File: src/rtl/kww_pkg.sv
`timescale 1ns/1ps
package kww_pkg;
  localparam int BUS_W   = 32;
  localparam int KEY_W   = 16;
  localparam int REACT_W = 4;
  localparam int WINC_W  = 16;

  localparam int OFS_CTRL  = 'h00;
  localparam int OFS_LOAD  = 'h04;
  localparam int OFS_KEY   = 'h08;
  localparam int OFS_STAT  = 'h0C;
  localparam int OFS_COUNT = 'h10;
  localparam int OFS_REACT = 'h14;
  localparam int OFS_WIN   = 'h18;

  localparam int STAT_VIOL_BIT = 1;

  localparam logic [BUS_W-1:0]   ENABLE_WORD = 32'hA985_59DA;
  localparam logic [KEY_W-1:0]   KEY_ARM     = 16'hE51A;
  localparam logic [KEY_W-1:0]   KEY_FIRE    = 16'hA35C;
  localparam logic [REACT_W-1:0] REACT_NMI   = 4'hA;

  typedef enum logic {KEY_IDLE = 1'b0, KEY_ARMED = 1'b1} key_st_e;

  // Window code to right-shift of the reload value (0 = whole period).
  function automatic logic [1:0] win_shift(input logic [WINC_W-1:0] code);
    case (code)
      16'h0005: win_shift = 2'd0;
      16'h0050: win_shift = 2'd1;
      16'h0500: win_shift = 2'd2;
      16'h5000: win_shift = 2'd3;
      default:  win_shift = 2'd0;
    endcase
  endfunction
endpackage

File: src/rtl/kww_regs.sv
`timescale 1ns/1ps
module kww_regs import kww_pkg::*; #(
  parameter int ADDR_W = 8,
  parameter int PRE_W  = 12,
  parameter int CNT_W  = 25
) (
  input  logic              clk_i,
  input  logic              rst_ni,
  input  logic              wr_i,
  input  logic              rd_i,
  input  logic [ADDR_W-1:0] addr_i,
  input  logic [BUS_W-1:0]  wdata_i,
  input  logic [CNT_W-1:0]  cnt_i,
  input  logic              trip_i,
  output logic              en_o,
  output logic              arm_load_o,
  output logic [PRE_W-1:0]  preload_o,
  output logic              nmi_sel_o,
  output logic [1:0]        win_sh_o,
  output logic              key_wr_o,
  output logic [KEY_W-1:0]  key_o,
  output logic              viol_o,
  output logic [BUS_W-1:0]  rdata_o
);
  localparam logic [ADDR_W-1:0] A_CTRL  = ADDR_W'(OFS_CTRL);
  localparam logic [ADDR_W-1:0] A_LOAD  = ADDR_W'(OFS_LOAD);
  localparam logic [ADDR_W-1:0] A_KEY   = ADDR_W'(OFS_KEY);
  localparam logic [ADDR_W-1:0] A_STAT  = ADDR_W'(OFS_STAT);
  localparam logic [ADDR_W-1:0] A_COUNT = ADDR_W'(OFS_COUNT);
  localparam logic [ADDR_W-1:0] A_REACT = ADDR_W'(OFS_REACT);
  localparam logic [ADDR_W-1:0] A_WIN   = ADDR_W'(OFS_WIN);

  logic               en_q, viol_q;
  logic [PRE_W-1:0]   pre_q;
  logic [REACT_W-1:0] react_q;
  logic [WINC_W-1:0]  winc_q;
  logic               sel_ctrl, sel_load, sel_stat, sel_react, sel_win;
  logic [BUS_W-1:0]   rd_mux;

  always_comb begin
    sel_ctrl  = wr_i && (addr_i == A_CTRL);
    sel_load  = wr_i && (addr_i == A_LOAD);
    sel_stat  = wr_i && (addr_i == A_STAT);
    sel_react = wr_i && (addr_i == A_REACT);
    sel_win   = wr_i && (addr_i == A_WIN);
  end

  assign arm_load_o = sel_ctrl && (wdata_i == ENABLE_WORD) && !en_q;
  assign key_wr_o   = wr_i && (addr_i == A_KEY);
  assign key_o      = wdata_i[KEY_W-1:0];
  assign en_o       = en_q;
  assign preload_o  = pre_q;
  assign nmi_sel_o  = (react_q == REACT_NMI);
  assign win_sh_o   = win_shift(winc_q);
  assign viol_o     = viol_q;

  always_comb begin
    rd_mux = '0;
    case (addr_i)
      A_CTRL:  rd_mux = BUS_W'(en_q);
      A_LOAD:  rd_mux = BUS_W'(pre_q);
      A_STAT:  rd_mux[STAT_VIOL_BIT] = viol_q;
      A_COUNT: rd_mux = BUS_W'(cnt_i);
      A_REACT: rd_mux = BUS_W'(react_q);
      A_WIN:   rd_mux = BUS_W'(winc_q);
      default: rd_mux = '0;
    endcase
  end

  always_ff @(posedge clk_i or negedge rst_ni) begin
    if (!rst_ni) begin
      en_q    <= 1'b0;
      viol_q  <= 1'b0;
      pre_q   <= '0;
      react_q <= '0;
      winc_q  <= '0;
      rdata_o <= '0;
    end else begin
      if (arm_load_o) en_q <= 1'b1;
      if (sel_load)   pre_q   <= wdata_i[PRE_W-1:0];
      if (sel_react)  react_q <= wdata_i[REACT_W-1:0];
      if (sel_win)    winc_q  <= wdata_i[WINC_W-1:0];
      // a new trip outranks a simultaneous write-1 clear
      if (trip_i)
        viol_q <= 1'b1;
      else if (sel_stat && wdata_i[STAT_VIOL_BIT])
        viol_q <= 1'b0;
      if (rd_i) rdata_o <= rd_mux;
    end
  end
endmodule

File: src/rtl/kww_keyseq.sv
`timescale 1ns/1ps
module kww_keyseq import kww_pkg::*; (
  input  logic             clk_i,
  input  logic             rst_ni,
  input  logic             key_wr_i,
  input  logic [KEY_W-1:0] key_i,
  output logic             fire_o
);
  key_st_e st_q, st_d;

  always_comb begin
    st_d   = st_q;
    fire_o = 1'b0;
    if (key_wr_i) begin
      case (st_q)
        KEY_IDLE:  st_d = (key_i == KEY_ARM) ? KEY_ARMED : KEY_IDLE;
        KEY_ARMED: begin
          // any second key write ends the sequence; only the fire word serves
          fire_o = (key_i == KEY_FIRE);
          st_d   = KEY_IDLE;
        end
        default:   st_d = KEY_IDLE;
      endcase
    end
  end

  always_ff @(posedge clk_i or negedge rst_ni) begin
    if (!rst_ni) st_q <= KEY_IDLE;
    else         st_q <= st_d;
  end
endmodule

File: src/rtl/kww_timer.sv
`timescale 1ns/1ps
module kww_timer #(
  parameter int PRE_W = 12,
  parameter int SHIFT = 13,
  parameter int CNT_W = PRE_W + SHIFT
) (
  input  logic             clk_i,
  input  logic             rst_ni,
  input  logic             en_i,
  input  logic             load_i,
  input  logic             fire_i,
  input  logic [PRE_W-1:0] preload_i,
  input  logic [1:0]       win_sh_i,
  output logic [CNT_W-1:0] cnt_o,
  output logic             trip_o,
  output logic             tripped_o
);
  logic [CNT_W-1:0] cnt_q, reload, thresh;
  logic             tripped_q, live, at_zero, in_win, expire, early, serve;

  assign reload  = CNT_W'(preload_i) << SHIFT;
  assign thresh  = reload >> win_sh_i;
  assign live    = en_i && !tripped_q;
  assign at_zero = (cnt_q == '0);
  assign in_win  = !at_zero && (cnt_q <= thresh);
  assign expire  = live && at_zero;
  assign early   = live && fire_i && !at_zero && !in_win;
  assign serve   = live && fire_i && in_win;
  assign trip_o  = expire || early;

  always_ff @(posedge clk_i or negedge rst_ni) begin
    if (!rst_ni) begin
      cnt_q     <= '0;
      tripped_q <= 1'b0;
    end else begin
      if (trip_o) tripped_q <= 1'b1;
      if (load_i)
        cnt_q <= reload;
      else if (trip_o || tripped_q)
        cnt_q <= cnt_q;
      else if (serve)
        cnt_q <= reload;
      else if (en_i && !at_zero)
        cnt_q <= cnt_q - CNT_W'(1);
    end
  end

  assign cnt_o     = cnt_q;
  assign tripped_o = tripped_q;
endmodule

File: src/rtl/kww_top.sv
`timescale 1ns/1ps
module kww_top import kww_pkg::*; #(
  parameter int ADDR_W = 8,
  parameter int PRE_W  = 12,
  parameter int SHIFT  = 13
) (
  input  logic              clk_i,
  input  logic              rst_ni,
  input  logic              bus_wr_i,
  input  logic              bus_rd_i,
  input  logic [ADDR_W-1:0] bus_addr_i,
  input  logic [31:0]       bus_wdata_i,
  output logic [31:0]       bus_rdata_o,
  output logic              nmi_o,
  output logic              rst_req_o
);
  localparam int CNT_W = PRE_W + SHIFT;

  logic             en_w, load_w, nmi_sel_w, key_wr_w, viol_w, fire_w, trip_w, tripped_w;
  logic [PRE_W-1:0] pre_w;
  logic [1:0]       win_sh_w;
  logic [KEY_W-1:0] key_w;
  logic [CNT_W-1:0] cnt_w;
  logic             nmi_q, rreq_q;

  kww_regs #(.ADDR_W(ADDR_W), .PRE_W(PRE_W), .CNT_W(CNT_W)) u_regs (
    .clk_i(clk_i), .rst_ni(rst_ni), .wr_i(bus_wr_i), .rd_i(bus_rd_i),
    .addr_i(bus_addr_i), .wdata_i(bus_wdata_i), .cnt_i(cnt_w), .trip_i(trip_w),
    .en_o(en_w), .arm_load_o(load_w), .preload_o(pre_w), .nmi_sel_o(nmi_sel_w),
    .win_sh_o(win_sh_w), .key_wr_o(key_wr_w), .key_o(key_w), .viol_o(viol_w),
    .rdata_o(bus_rdata_o)
  );

  kww_keyseq u_keys (
    .clk_i(clk_i), .rst_ni(rst_ni), .key_wr_i(key_wr_w), .key_i(key_w), .fire_o(fire_w)
  );

  kww_timer #(.PRE_W(PRE_W), .SHIFT(SHIFT), .CNT_W(CNT_W)) u_timer (
    .clk_i(clk_i), .rst_ni(rst_ni), .en_i(en_w), .load_i(load_w), .fire_i(fire_w),
    .preload_i(pre_w), .win_sh_i(win_sh_w), .cnt_o(cnt_w), .trip_o(trip_w),
    .tripped_o(tripped_w)
  );

  // reaction chosen once, at the trip edge, then held until reset
  always_ff @(posedge clk_i or negedge rst_ni) begin
    if (!rst_ni) begin
      nmi_q  <= 1'b0;
      rreq_q <= 1'b0;
    end else if (trip_w && !tripped_w) begin
      nmi_q  <= nmi_sel_w;
      rreq_q <= !nmi_sel_w;
    end
  end

  assign nmi_o     = nmi_q;
  assign rst_req_o = rreq_q;
endmodule

File: config.mk
export PLATFORM = sky130hd
export DESIGN_NAME = kww_top
export DESIGN_NICKNAME = d
export VERILOG_FILES = /design/src/rtl/kww_pkg.sv /design/src/rtl/kww_regs.sv /design/src/rtl/kww_keyseq.sv /design/src/rtl/kww_timer.sv /design/src/rtl/kww_top.sv
export SDC_FILE = /design/constraint.sdc
export NUM_CORES = 1
export LEC_CHECK = 0
export BUFFER_PORTS_ARGS = -buffer_cell sky130_fd_sc_hd__buf_2
export CORE_AREA = 2 2 107 109
export DETAILED_ROUTE_END_ITERATION = 10
export DIE_AREA = 0 0 109 111
export GPL_ROUTABILITY_DRIVEN = 1
export GPL_TIMING_DRIVEN = 0
export PLACE_DENSITY = 0.7
export REMOVE_ABC_BUFFERS = 1
export SLEW_MARGIN = 20
export SYNTH_ARGS = -nofsm -noshare
export SYNTH_HDL_FRONTEND = slang
export SYNTH_SLANG_ARGS = --single-unit
File: constraint.sdc
create_clock -name clk_i -period 4.6 [get_ports clk_i]
set_input_delay 0.23 -clock clk_i [delete_from_list [all_inputs] [get_ports clk_i]]
set_output_delay 0.23 -clock clk_i [all_outputs]
set_load 0.03 [all_outputs]
==> results_dict.tcl <==
set metrics [dict create \
    die_width_um 109 \
    crit_path_max_fanout 14 \
    timing.final.setup_violations 0 \
    cts_inserted_buffers 9 \
    syn-instance-count 536 \
    status "finished clean" \
    placement_rows 39 \
    synth_edf_count 0 \
    area_growth_syn_to_layout_pct 15.3 \
    timing.rr.start "u_regs.winc_q[13]" \
    placement.io_buffers 70 \
    clock_path_buffers 2 \
    ys_dominant_reg_cell "sky130_fd_sc_hd__dfrtp_1" \
    detailed_place.area_um2 5730 \
    synth-async-reset-ratio_pct 100 \
    drive_gt1_share_pct 26.2 \
    timing_worst_setup_path_type "reg -> reg" \
    combined_global_route_utilization_of_all_metal_layers_pct 24.8 \
    worstSkewPairLatency_ns 0.35 \
    antenna_violations_before_repair 0 \
    synth_top_cell_by_area "sky130_fd_sc_hd__dfrtp_1" \
    cts.root.buffer_cell "sky130_fd_sc_hd__clkbuf_16" \
    initial_utilization_pct 48.0 \
    postRouteWirelength_um 14300 \
    antennaDiodeCount 0 \
    worstSetupEndpointType "flip-flop" \
    layout_commonest_cell "sky130_fd_sc_hd__dfrtp_1" \
    cts_tree "yes" \
    synth.lib_cells_used.distinct 69 \
    synth_top_cell_area_share_pct 41.4 \
    route.vias.total 4622 \
    fraction_of_the_yosys_area_taken_by_sequential_cells_pct 41.4 \
    cts.htree.levels 3 \
    period_share_pct 93.4 \
    start_kind "flip-flop" \
    grt_first_pass_wirelength_um 23100 \
    coreArea_um2 11100 \
    grt.overflow.total 0 \
    gp_routability_congestion 0.866 \
    stdcell_area_um2 6130 \
    tightest_slew_ns 0.848 \
    clock-sinks 88 \
    final_cell_mix "88 x sky130_fd_sc_hd__dfrtp_1, 69 x sky130_fd_sc_hd__buf_2, 40 x sky130_fd_sc_hd__mux2_2, 36 x sky130_fd_sc_hd__inv_1" \
    hold_depth 2 \
    post_synth_main_area_contributors "sky130_fd_sc_hd__dfrtp_1 41%, sky130_fd_sc_hd__mux2_2 8.5%, sky130_fd_sc_hd__ha_1 3.8%" \
    power_leakage_uw 0.00286 \
    drtIter0Drc 326 \
    worstHoldPathType "in -> reg" \
    dieArea_um2 12100 \
    fillerInstances 935 \
    tns_ns 0 \
    path_clk_slew_ns 0.06 \
    p_per_area_nw_per_um2 280 \
    ys_ff_latch 88 \
    design_power_total_uw 1720 \
    ff2ff_setup_slack_ns 0.30 \
    slew_headroom_pct 43.4 \
    timing.final.crit_period_ns 4.30 \
    avgViaCountPerCell 6.17 \
    io_pins 78 \
    floorplan.die.height_um 111 \
    drtPass1Iterations 5 \
    detail_route.wl_per_cell_um 19.0 \
    via_count_of_the_first_global_routing_pass 4538 \
    synth_area_per_cell_um2 9.93 \
    ys.warnings.count 0 \
    count_of_cells_along_the_worst_register_to_register_path 15 \
    timing.clock.skew_ns 0.00589 \
    worstReg2RegEnd "u_timer.cnt_o[19]" \
    drv_cap 0 \
    required_ns 4.81 \
    arrival_worst_endpoint_ns 4.50 \
    min-delay-start "bus_wdata_i[12]" \
    report.final.slew_viol_count 0 \
    grt_setup_unrepaired "no" \
    final_hold_viol_count 0 \
    pin_count_of_the_biggest_net_entering_global_routing 58 \
    min_delay_worst_endpoint "u_regs.winc_q[12]" \
    place.detailed.hpwl_um 10300 \
    finalNetCount 661 \
    post-route-drc-count 0 \
    ir_worst_vdd_v 0.000213 \
    post_synth_instance_area_um2 5320 \
    maxClockFrequency_mhz 233 \
    detail-route-antenna-nets 0 \
]
==> metrics by stage <==
step / instances / hold slack [ns] / util, % / worst slack (ns)
2_1_floorplan: 510 / -0.0656 / - / -0.243
3_3_place_gp: 723 / 0.446 / 51.2 / -1.20
3_5_place_dp: 726 / 0.207 / 51.8 / -0.447
4_1_cts: 746 / 0.148 / 55.0 / 0.0800
5_1_grt: 749 / 0.148 / 55.4 / 0.0680
6_report: 749 / 0.152 / 55.4 / 0.304
==> power breakdown <==
| group | internal [µW] | total [µW] | leakage [µW] | switching (µW) |
|---|---|---|---|---|
| Sequential | 791 | 813 | 0.00118 | 21.6 |
| Clock | 438 | 752 | 0.000143 | 314 |
| Combinational | 57.7 | 153 | 0.00153 | 95.1 |
| Total | 1290 | 1720 | 0.00286 | 431 |
==> cell usage after synthesis (all sizes together) (2+ instances only) <==
master,count
dfrtp,88
mux2,40
a21oi,37
inv,36
nand2,33
nor2,29
nand3,24
mux2i,20
o21ai,19
buf,17
ha,16
clkbuf,15
a31oi,14
o22ai,14
nor3,13
nor4,12
nand2b,10
a22o,9
a22oi,9
nand4,8
or3,7
a2bb2oi,6
o21a,5
or4,5
o311ai,4
or2,4
a21o,3
a222oi,3
nand3b,3
o31ai,3
a21boi,2
a221oi,2
and3,2
and4,2
nand4b,2
nor4b,2
nor4bb,2
o211ai,2
==> worst max-delay path by stage <==
stage                 startpoint                 to  slack, ns  cells after the start
2_1_floorplan  u_regs.winc_q[13]  u_timer.cnt_o[19]      -0.24                     13
3_3_place_gp   u_regs.winc_q[13]  u_timer.cnt_o[19]      -1.20                     15
3_5_place_dp   u_regs.winc_q[13]   u_timer.cnt_o[2]      -0.45                     15
4_1_cts        u_regs.winc_q[13]  u_timer.cnt_o[19]       0.08                     16
5_1_grt        u_regs.winc_q[13]  u_timer.cnt_o[19]       0.07                     16
6_report       u_regs.winc_q[13]  u_timer.cnt_o[19]       0.30                     15
==> worst max-delay path: stages (launching register included) <==
cell and delay (ns):
sky130_fd_sc_hd__dfrtp_1 0.41, sky130_fd_sc_hd__nor4_1 0.31, sky130_fd_sc_hd__nand3_1 0.16, sky130_fd_sc_hd__or3_1 0.42
sky130_fd_sc_hd__a21oi_4 0.28, sky130_fd_sc_hd__mux2i_1 0.16, sky130_fd_sc_hd__mux2_2 0.29, sky130_fd_sc_hd__ha_1 0.28
sky130_fd_sc_hd__nand4_1 0.13, sky130_fd_sc_hd__nor3_1 0.29, sky130_fd_sc_hd__a21boi_0 0.36, sky130_fd_sc_hd__a22oi_4 0.18
sky130_fd_sc_hd__a21oi_4 0.33, sky130_fd_sc_hd__buf_8 0.21, sky130_fd_sc_hd__mux2i_1 0.25, sky130_fd_sc_hd__o211ai_2 0.09
==> cells by family after synthesis <==
logic type | share of synthesized area (%)
simple gates | 18.5
mux | 12.2
flops | 41.4
compound gates | 17.7
fa+ha+maj | 3.76
other cells | 0.0705
buf+inv | 6.33
==> state kept, by name (all words and copies together), names as in the netlist <==
name and flops:
rst_req_o 1, u_regs.winc_q 16, u_regs.preload_o 12, u_regs.viol_o 1, u_timer.cnt_o 25, u_timer.tripped_o 1
u_keys.st_q 1, u_regs.en_o 1, u_regs.rdata_o 25, nmi_o 1, u_regs.react_q 4
==> routing by layer <==
layer / global-route usage, % / wire [µm] / vias up
met5: 0 / 0 / -
met4: 9.74 / 440 / 0
met3: 3.94 / 969 / 34
met2: 39.9 / 6820 / 212
met1: 33.2 / 6030 / 2267
li1: - / - / 2109
==> cell type report <==
| class | count | area [µm²] | share of cell area, % |
|---|---|---|---|
| clock inverters | 4 | 51.3 | 0.836 |
| well taps | 143 | 179 | 2.92 |
| repair buffers | 80 | 470 | 7.67 |
| flip-flops and latches | 88 | 2200 | 35.9 |
| inverters | 36 | 135 | 2.20 |
| clock buffers | 12 | 246 | 4.02 |
| multi-input cells | 386 | 2850 | 46.5 |
==> what timing repair did <==
action / CTS / global route
setup buffers: 3 / 3
endpoints found under the setup margin: 27 / 13
endpoints found under the hold margin: 31 / 0
hold buffers: 1 / 0
gates resized for setup: 4 / 1
pin swaps: 0 / 1
Note: power is estimated with default switching activity, not from simulation.
